<file path="src/rtl/tmr_pkg.sv">
package tmr_pkg;
  localparam int ADDR_W = 3;

  localparam logic [ADDR_W-1:0] ADDR_CNT   = 3'd0;
  localparam logic [ADDR_W-1:0] ADDR_RLDA  = 3'd1;
  localparam logic [ADDR_W-1:0] ADDR_RLDB  = 3'd2;
  localparam logic [ADDR_W-1:0] ADDR_CTRL  = 3'd3;
  localparam logic [ADDR_W-1:0] ADDR_FLAGS = 3'd4;

  typedef enum logic [2:0] {
    MODE_STOP     = 3'd0,
    MODE_PWM      = 3'd1,
    MODE_EVT_RISE = 3'd2,
    MODE_EVT_FALL = 3'd3
  } tmr_mode_e;
endpackage

</file>
<file path="src/rtl/tmr_sync.sv">
module tmr_sync #(
  parameter int STAGES = 2
) (
  input  logic clk,
  input  logic rst,
  input  logic din,
  output logic dsync,
  output logic dprev
);
  logic [STAGES-1:0] chain_q;

  for (genvar g = 0; g < STAGES; g++) begin : g_stage
    if (g == 0) begin : g_first
      always_ff @(posedge clk) begin
        if (rst) chain_q[0] <= 1'b0;
        else     chain_q[0] <= din;
      end
    end else begin : g_rest
      always_ff @(posedge clk) begin
        if (rst) chain_q[g] <= 1'b0;
        else     chain_q[g] <= chain_q[g-1];
      end
    end
  end

  always_ff @(posedge clk) begin
    if (rst) dprev <= 1'b0;
    else     dprev <= chain_q[STAGES-1];
  end

  assign dsync = chain_q[STAGES-1];
endmodule

</file>
<file path="src/rtl/tmr_counter.sv">
module tmr_counter #(
  parameter int W = 16
) (
  input  logic         clk,
  input  logic         rst,
  input  logic         tick,
  input  logic         load,
  input  logic [W-1:0] load_val,
  input  logic         seq_en,
  input  logic         seq_restart,
  input  logic [W-1:0] reload_a,
  input  logic [W-1:0] reload_b,
  output logic [W-1:0] cnt,
  output logic         uf,
  output logic         uf_from_b,
  output logic         next_a
);
  logic         step;
  logic [W-1:0] cnt_q;
  logic         next_a_q;

  assign step      = tick & ~load;
  assign uf        = step && (cnt_q == '0);
  assign uf_from_b = uf && seq_en && !next_a_q;

  always_ff @(posedge clk) begin
    if (rst)       cnt_q <= '0;
    else if (load) cnt_q <= load_val;
    else if (uf)   cnt_q <= uf_from_b ? reload_b : reload_a;
    else if (step) cnt_q <= cnt_q - 1'b1;
  end

  always_ff @(posedge clk) begin
    if (rst)               next_a_q <= 1'b1;
    else if (seq_restart)  next_a_q <= 1'b1;
    else if (uf && seq_en) next_a_q <= ~next_a_q;
  end

  assign cnt    = cnt_q;
  assign next_a = next_a_q;
endmodule

</file>
<file path="src/rtl/tmr_flags.sv">
module tmr_flags (
  input  logic       clk,
  input  logic       rst,
  input  logic       set_a,
  input  logic       set_b,
  input  logic       clr_a,
  input  logic       clr_b,
  input  logic       en_wr,
  input  logic [1:0] en_val,
  output logic       pend_a,
  output logic       pend_b,
  output logic       en_a,
  output logic       en_b,
  output logic       irq
);
  always_ff @(posedge clk) begin
    if (rst) begin
      pend_a <= 1'b0;
      pend_b <= 1'b0;
      en_a   <= 1'b0;
      en_b   <= 1'b0;
    end else begin
      if (set_a)      pend_a <= 1'b1;
      else if (clr_a) pend_a <= 1'b0;
      if (set_b)      pend_b <= 1'b1;
      else if (clr_b) pend_b <= 1'b0;
      if (en_wr) begin
        en_a <= en_val[0];
        en_b <= en_val[1];
      end
    end
  end

  assign irq = (pend_a & en_a) | (pend_b & en_b);
endmodule

</file>
<file path="src/rtl/dual_reload_timer.sv">
module dual_reload_timer
  import tmr_pkg::*;
#(
  parameter int W           = 16,
  parameter int SYNC_STAGES = 2
) (
  input  logic              clk,
  input  logic              rst,
  input  logic              tick_en,
  input  logic [ADDR_W-1:0] reg_addr,
  input  logic              reg_wr,
  input  logic [W-1:0]      reg_wdata,
  output logic [W-1:0]      reg_rdata,
  input  logic              pin_a_in,
  output logic              pin_a_out,
  output logic              pin_a_oe,
  input  logic              pin_b_in,
  output logic              irq
);
  localparam int CTRL_BITS = 5;
  localparam int FLAG_BITS = 4;

  logic [W-1:0] reload_a_q, reload_b_q, cnt;
  logic [2:0]   mode_q;
  logic         tog_en_q, hs_q, out_q;
  logic         wr_cnt, wr_rlda, wr_rldb, wr_ctrl, wr_flags, mode_chg;
  logic         is_pwm, is_evr, is_evf, is_evt;
  logic         a_s, a_d, b_s, b_d, a_rise, a_fall, b_rise;
  logic         count_tick, uf, uf_from_b, next_a;
  logic         set_a, set_b, clr_a, clr_b;
  logic         pend_a, pend_b, en_a, en_b;

  assign wr_cnt   = reg_wr && (reg_addr == ADDR_CNT);
  assign wr_rlda  = reg_wr && (reg_addr == ADDR_RLDA);
  assign wr_rldb  = reg_wr && (reg_addr == ADDR_RLDB);
  assign wr_ctrl  = reg_wr && (reg_addr == ADDR_CTRL);
  assign wr_flags = reg_wr && (reg_addr == ADDR_FLAGS);
  assign mode_chg = wr_ctrl && (reg_wdata[2:0] != mode_q);

  assign is_pwm = (mode_q == MODE_PWM);
  assign is_evr = (mode_q == MODE_EVT_RISE);
  assign is_evf = (mode_q == MODE_EVT_FALL);
  assign is_evt = is_evr | is_evf;

  tmr_sync #(.STAGES(SYNC_STAGES)) u_sync_a (
    .clk(clk), .rst(rst), .din(pin_a_in), .dsync(a_s), .dprev(a_d)
  );
  tmr_sync #(.STAGES(SYNC_STAGES)) u_sync_b (
    .clk(clk), .rst(rst), .din(pin_b_in), .dsync(b_s), .dprev(b_d)
  );

  assign a_rise = a_s & ~a_d;
  assign a_fall = ~a_s & a_d;
  assign b_rise = b_s & ~b_d;

  assign count_tick = (is_pwm && (hs_q || tick_en)) ||
                      (is_evr && a_rise) ||
                      (is_evf && a_fall);

  tmr_counter #(.W(W)) u_cnt (
    .clk(clk), .rst(rst), .tick(count_tick), .load(wr_cnt), .load_val(reg_wdata),
    .seq_en(is_pwm), .seq_restart(mode_chg),
    .reload_a(reload_a_q), .reload_b(reload_b_q),
    .cnt(cnt), .uf(uf), .uf_from_b(uf_from_b), .next_a(next_a)
  );

  assign set_a = uf && !uf_from_b;
  assign set_b = uf_from_b || (is_evt && b_rise);
  assign clr_a = wr_flags && reg_wdata[0];
  assign clr_b = wr_flags && reg_wdata[1];

  tmr_flags u_flags (
    .clk(clk), .rst(rst), .set_a(set_a), .set_b(set_b), .clr_a(clr_a), .clr_b(clr_b),
    .en_wr(wr_flags), .en_val(reg_wdata[3:2]),
    .pend_a(pend_a), .pend_b(pend_b), .en_a(en_a), .en_b(en_b), .irq(irq)
  );

  always_ff @(posedge clk) begin
    if (rst) begin
      reload_a_q <= '0;
      reload_b_q <= '0;
      mode_q     <= MODE_STOP;
      tog_en_q   <= 1'b0;
      hs_q       <= 1'b0;
    end else begin
      if (wr_rlda) reload_a_q <= reg_wdata;
      if (wr_rldb) reload_b_q <= reg_wdata;
      if (wr_ctrl) begin
        mode_q   <= reg_wdata[2:0];
        tog_en_q <= reg_wdata[3];
        hs_q     <= reg_wdata[4];
      end
    end
  end

  always_ff @(posedge clk) begin
    if (rst)                           out_q <= 1'b0;
    else if (mode_chg)                 out_q <= 1'b0;
    else if (is_pwm && tog_en_q && uf) out_q <= ~out_q;
  end

  assign pin_a_out = out_q;
  assign pin_a_oe  = is_pwm & tog_en_q;

  always_comb begin
    case (reg_addr)
      ADDR_CNT:   reg_rdata = cnt;
      ADDR_RLDA:  reg_rdata = reload_a_q;
      ADDR_RLDB:  reg_rdata = reload_b_q;
      ADDR_CTRL:  reg_rdata = {{(W-CTRL_BITS){1'b0}}, hs_q, tog_en_q, mode_q};
      ADDR_FLAGS: reg_rdata = {{(W-FLAG_BITS){1'b0}}, en_b, en_a, pend_b, pend_a};
      default:    reg_rdata = '0;
    endcase
  end
endmodule

</file>
<file path="config.mk">
export PLATFORM = sky130hd
export DESIGN_NAME = dual_reload_timer
export DESIGN_NICKNAME = d
export VERILOG_FILES = /design/src/rtl/tmr_pkg.sv /design/src/rtl/tmr_sync.sv /design/src/rtl/tmr_counter.sv /design/src/rtl/tmr_flags.sv /design/src/rtl/dual_reload_timer.sv
export SDC_FILE = /design/constraint.sdc
export NUM_CORES = 1
export LEC_CHECK = 0
export ABC_AREA = 1
export BUFFER_PORTS_ARGS = -buffer_cell sky130_fd_sc_hd__clkbuf_2
export CORE_MARGIN = 1.5
export CORE_UTILIZATION = 35
export DETAILED_ROUTE_END_ITERATION = 8
export REMOVE_ABC_BUFFERS = 1
export SYNTH_ARGS = -nofsm -noshare
export SYNTH_HDL_FRONTEND = slang
export SYNTH_SLANG_ARGS = --single-unit
</file>
<file path="constraint.sdc">
create_clock -name clk -period 2.01 [get_ports clk]
set_input_delay 0.3015 -clock clk [delete_from_list [all_inputs] [get_ports clk]]
set_output_delay 0.3015 -clock clk [all_outputs]
set_load 0.1 [all_outputs]
</file>
Yosys cells after proc, flatten, opt, wreduce, memory -nomap -nowiden
Cells that the tools add are included.

Flip-flop bits (word level): 65. Input port bits: 25. Output and inout bits: 19. Logic and storage cells: 81.

$add $sub $neg: 1. Equality and inequality tests: 8. Mux-type cells: 9. Bitwise operators: 15. Reduce and logical (&&, ||, !) cells: 30.

Operators with widths (number): 16-bit one-hot mux with 5 select lines (1); 16-bit two-way mux (4); 1-bit logical AND (18); 16-bit zero test (1); 16-bit by 1-bit subtractor with 16-bit output, second input constant (1); 3-bit by 2-bit == test with 1-bit output, second input constant (4); 1-bit AND (7); 3-bit by 1-bit == test with 1-bit output, second input constant (2); 1-bit inverter (6); 1-bit logical OR (4); 1-bit two-way mux (4); 2-bit nonzero test (2); 3-bit == test, second input constant (1); 3-bit zero test (1); 3-bit inequality test (1); 3-bit nonzero test (1); 1-bit zero test (2); 1-bit OR (2); 2-bit OR reduction (1).

Depth between registers and ports, before layout
Depth in word-level cells: 12. Gate-level depth with buffers: 14. Gate-level depth less buffers: 13.

Cells and area by module
A second synthesis with hierarchy kept.

Cell total of the unflattened synthesis: 599. Area, all modules: 3816.2 um^2.

By module, submodules not included: dual_reload_timer (times used 1, cells each 301, area each 1896.8 um^2); tmr_counter (times used 1, cells each 257, area each 1597.8 um^2); tmr_sync (times used 2, cells each 9, area each 82.6 um^2); tmr_flags (times used 1, cells each 23, area each 156.4 um^2).

Worst setup path before layout
No wires, ideal clock.

Path type: register -> output. Start point: register mode_q[2]. End point: output port pin_a_oe. Data arrival time: 3381 ps. Required time: 1709 ps. Slack: -1672 ps. Stages on the path, launching flop included: 3. Buffers on the path: 1. Cell sequence: dfxtp_1 > buf_4 > nor4_1.

Longest elaborated chain between the ends: 2.

RTL lines: start: declaration (RTL line dual_reload_timer.sv:24) `logic [2:0] mode_q;`; start signal: assignment (RTL line dual_reload_timer.sv:89) `mode_q <= reg_wdata[2:0];`; 3-bit by 1-bit == test with 1-bit output (RTL line dual_reload_timer.sv:40) `assign is_pwm = (mode_q == MODE_PWM);`; 1-bit AND (RTL line dual_reload_timer.sv:103) `assign pin_a_oe = is_pwm & tog_en_q;`; end: declaration (RTL line dual_reload_timer.sv:16) `output logic pin_a_oe,`.

No other way between the ends.

Worst setup path after layout
Start point: register mode_q[2]. End point: output port reg_rdata[2].

Longest elaborated chain between the ends: 1.

RTL lines: 16-bit one-hot mux with 5 select lines (RTL line dual_reload_timer.sv:106) `case (reg_addr)`; end: declaration (RTL line dual_reload_timer.sv:13) `output logic [W-1:0] reg_rdata,`.

No other way between the ends.

==> results_dict.tcl <==
set metrics [dict create \
    finalHoldViolations 0 \
    p_int_uw 2200 \
    synth_ff_type "dfxtp_1" \
    clkPwrFrac_pct 35.2 \
    firstDrtPassIters 5 \
    worst_pin_slew_ns 0.543 \
    clk_path_buf_depth 2 \
    ant_nets 0 \
    fp.coreArea_sq_um 10200 \
    rows 37 \
    wl_per_cell_um 14.4 \
    slew_viol_final 0 \
    cts_buffers 9 \
    seq_power_share_pct 43.2 \
    dieArea_sq_um 11000 \
    critical_path_required_ns 1.71 \
    syn_area_sq_um 3640 \
    portBuffers 43 \
    cellLeakagePower_uw 0.00196 \
    antenna_found_initial 0 \
    syn_inst 534 \
    netSwitchingPower_uw 976 \
    die_h_um 105 \
    drc 0 \
    setup-tns-final_ns 0 \
    fillers 1037 \
    grt_usage_pct 20.2 \
    gp_congestion 0.931 \
    setup_viol 0 \
    clockRootBuffer "clkbuf_8" \
    fmax_mhz 512 \
    hp-class "primary input to flip-flop" \
    placed_area_sq_um 4410 \
    maxSlewHeadroom_pct 63.9 \
    yosys.cell_types.count 36 \
    diodes 0 \
    drive_gt1_share_pct 22.2 \
    post-route-period-util_pct 97.2 \
    first_global_vias 3680 \
    cp-end-kind "primary output" \
    startpoint_type "flip-flop" \
    p_per_area_nw_per_um2 685 \
    grt_max_degree 38 \
    dieWidth_um 105 \
    grt_pass1_wl_um 17800 \
    fin_crit_ns 1.95 \
    final_cell_area_sq_um 4630 \
    io_pins 44 \
    htreeDepth 3 \
    cp_max_fo 5 \
    status "completed" \
    viasPerCell 5.05 \
    grt.overflow.total 0 \
    area_growth_pct 27.2 \
    first_iter_violations 205 \
    wirelength_um 10600 \
    async_flop_share_pct 0 \
    vias 3714 \
    dp_hpwl_um 7800 \
    cts_tree "done" \
    peakVddDrop_uv 407 \
    cp.arrival_ns 1.65 \
    yosys_warnings 0 \
    synth.avg_cell_area_sq_um 6.82 \
    cts_sinks 65 \
    post-cts-setup-buffer-count 0 \
    synth_seq_cells 65 \
    seq_area_frac_synth_pct 35.7 \
    drv_cap 0 \
    start_util_pct 35.6 \
    p_sw_share_pct 30.7 \
    crit_type "flip-flop to primary output" \
    path_clk_slew_ns 0.08 \
    clk-insertion-delay-late_ns 0.35 \
    clock_skew_ns 0.0128 \
    nNetsFinal 622 \
    synth_edf_count 0 \
    pwr-share-comb_pct 21.6 \
]
## path summary, 6_finish.rpt
check / start / endpoint / slack, ns / cells past startpoint
hold reg to reg: u_sync_a.chain_q[0] / u_sync_a.dsync / 0.40 / 2
setup reg to reg: u_cnt.cnt[0] / u_cnt.cnt[6] / 0.19 / 12
setup / recovery: mode_q[2] / reg_rdata[2] / 0.06 / 6
hold / removal: pin_b_in / u_sync_b.chain_q[0] / 0.13 / 3
## final cells by class
| cell class | count | area (sq um) | share of cell area, % |
|---|---|---|---|
| sequential | 65 | 1300 | 28.1 |
| tap | 136 | 170 | 3.67 |
| timing repair buffer | 76 | 732 | 15.8 |
| clock inverter | 5 | 55.1 | 1.19 |
| clock buffer | 11 | 141 | 3.05 |
| inverter | 91 | 343 | 7.40 |
| multi-input combinational | 352 | 1890 | 40.8 |
## per-layer routing
metal / track usage (%) / part of all wire (%) / routed length (um) / up-vias
met3: 4.68 / 5.2 / 551 / 14
met4: 6.75 / 1.5 / 162 / 0
met5: 0 / 0 / 0 / -
li1: - / - / - / 1878
met1: 26.2 / 46 / 4830 / 1712
met2: 33.0 / 48 / 5060 / 110
## cell families after synthesis
| group | Yosys count | share of synthesized area [%] |
|---|---|---|
| AOI/OAI and AO/OA | 146 | 23.3 |
| xor gates and xnor gates | 10 | 2.40 |
| adders and majority gates | 2 | 0.687 |
| buffers and inverters | 117 | 13.1 |
| DFF | 65 | 35.7 |
| and+or+nand+nor | 194 | 24.8 |
## cells in the mapped netlist, types with 3 or more instances
cell | instances | area share (%)
o22ai_1 | 16 | 2.7
buf_6 | 3 | 0.93
buf_4 | 3 | 0.62
nand2_1 | 92 | 9.5
xnor2_1 | 3 | 0.72
nor2_1 | 34 | 3.5
nand2_2 | 11 | 1.9
o221ai_1 | 12 | 2.9
dfxtp_1 | 65 | 36
xor2_1 | 7 | 1.7
nand3_1 | 33 | 4.5
nand3_2 | 8 | 2.2
a21oi_1 | 51 | 7.0
clkbuf_1 | 16 | 1.6
a21oi_2 | 8 | 1.9
nand4_1 | 6 | 1.0
inv_1 | 89 | 9.2
o21ai_0 | 50 | 6.9
a221oi_1 | 3 | 0.72
## per-stage QoR
step                util (%)  hold slack (ns)  std cells  setup slack, ns  total power (uW)
finish                  45.3            0.134        736           0.0565              3170
global route            45.3            0.156        736          -0.0221              3340
CTS                     45.0            0.121        736           0.0227              3190
detailed placement      43.1            0.396        720           0.0730              2070
global placement        43.1            0.389        720           0.0882              2060
floorplan                  -            0.364        508            -1.60              1830
## worst max-delay path: stages (launching register included)
cell and delay (ns):
dfxtp_1 0.43, buf_4 0.18, inv_1 0.04, o22ai_1 0.20
a221oi_2 0.05, o21ai_1 0.17, buf_12 0.22
## power groups by stage
stage / sequential (uW) / combinational, uW / clock [uW]
2_1_floorplan: 1390 / 436 / 0
3_3_place_gp: 1400 / 661 / 0
3_5_place_dp: 1400 / 674 / 0
4_1_cts: 1370 / 678 / 1150
5_1_grt: 1380 / 765 / 1200
6_report: 1370 / 684 / 1120
## repair_timing
action / in CTS / in global routing
endpoints found under the setup margin: 1 / 19
resized for setup: 1 / 13
pin swaps: 0 / 1
hold buffers: 0 / 0
## flip-flops by register name, summed over array words and instances, names as in the netlist, 3 cells and up
| register | cells |
|---|---|
| mode_q | 3 |
| u_cnt.cnt | 16 |
| reload_b_q | 16 |
| reload_a_q | 16 |
## cell usage in the layout (no fill, tap or decap), types with 12 or more instances in the layout
master	synthesis	layout
buf_12	0	18
o22ai_1	16	16
dfxtp_1	65	64
nand3_1	33	33
o21ai_0	50	48
nor2_1	34	31
nand2_1	92	92
clkbuf_2	0	26
a21oi_1	51	51
buf_4	3	30
o221ai_1	12	12
inv_1	89	87
Power figures use the tool's default switching activity.
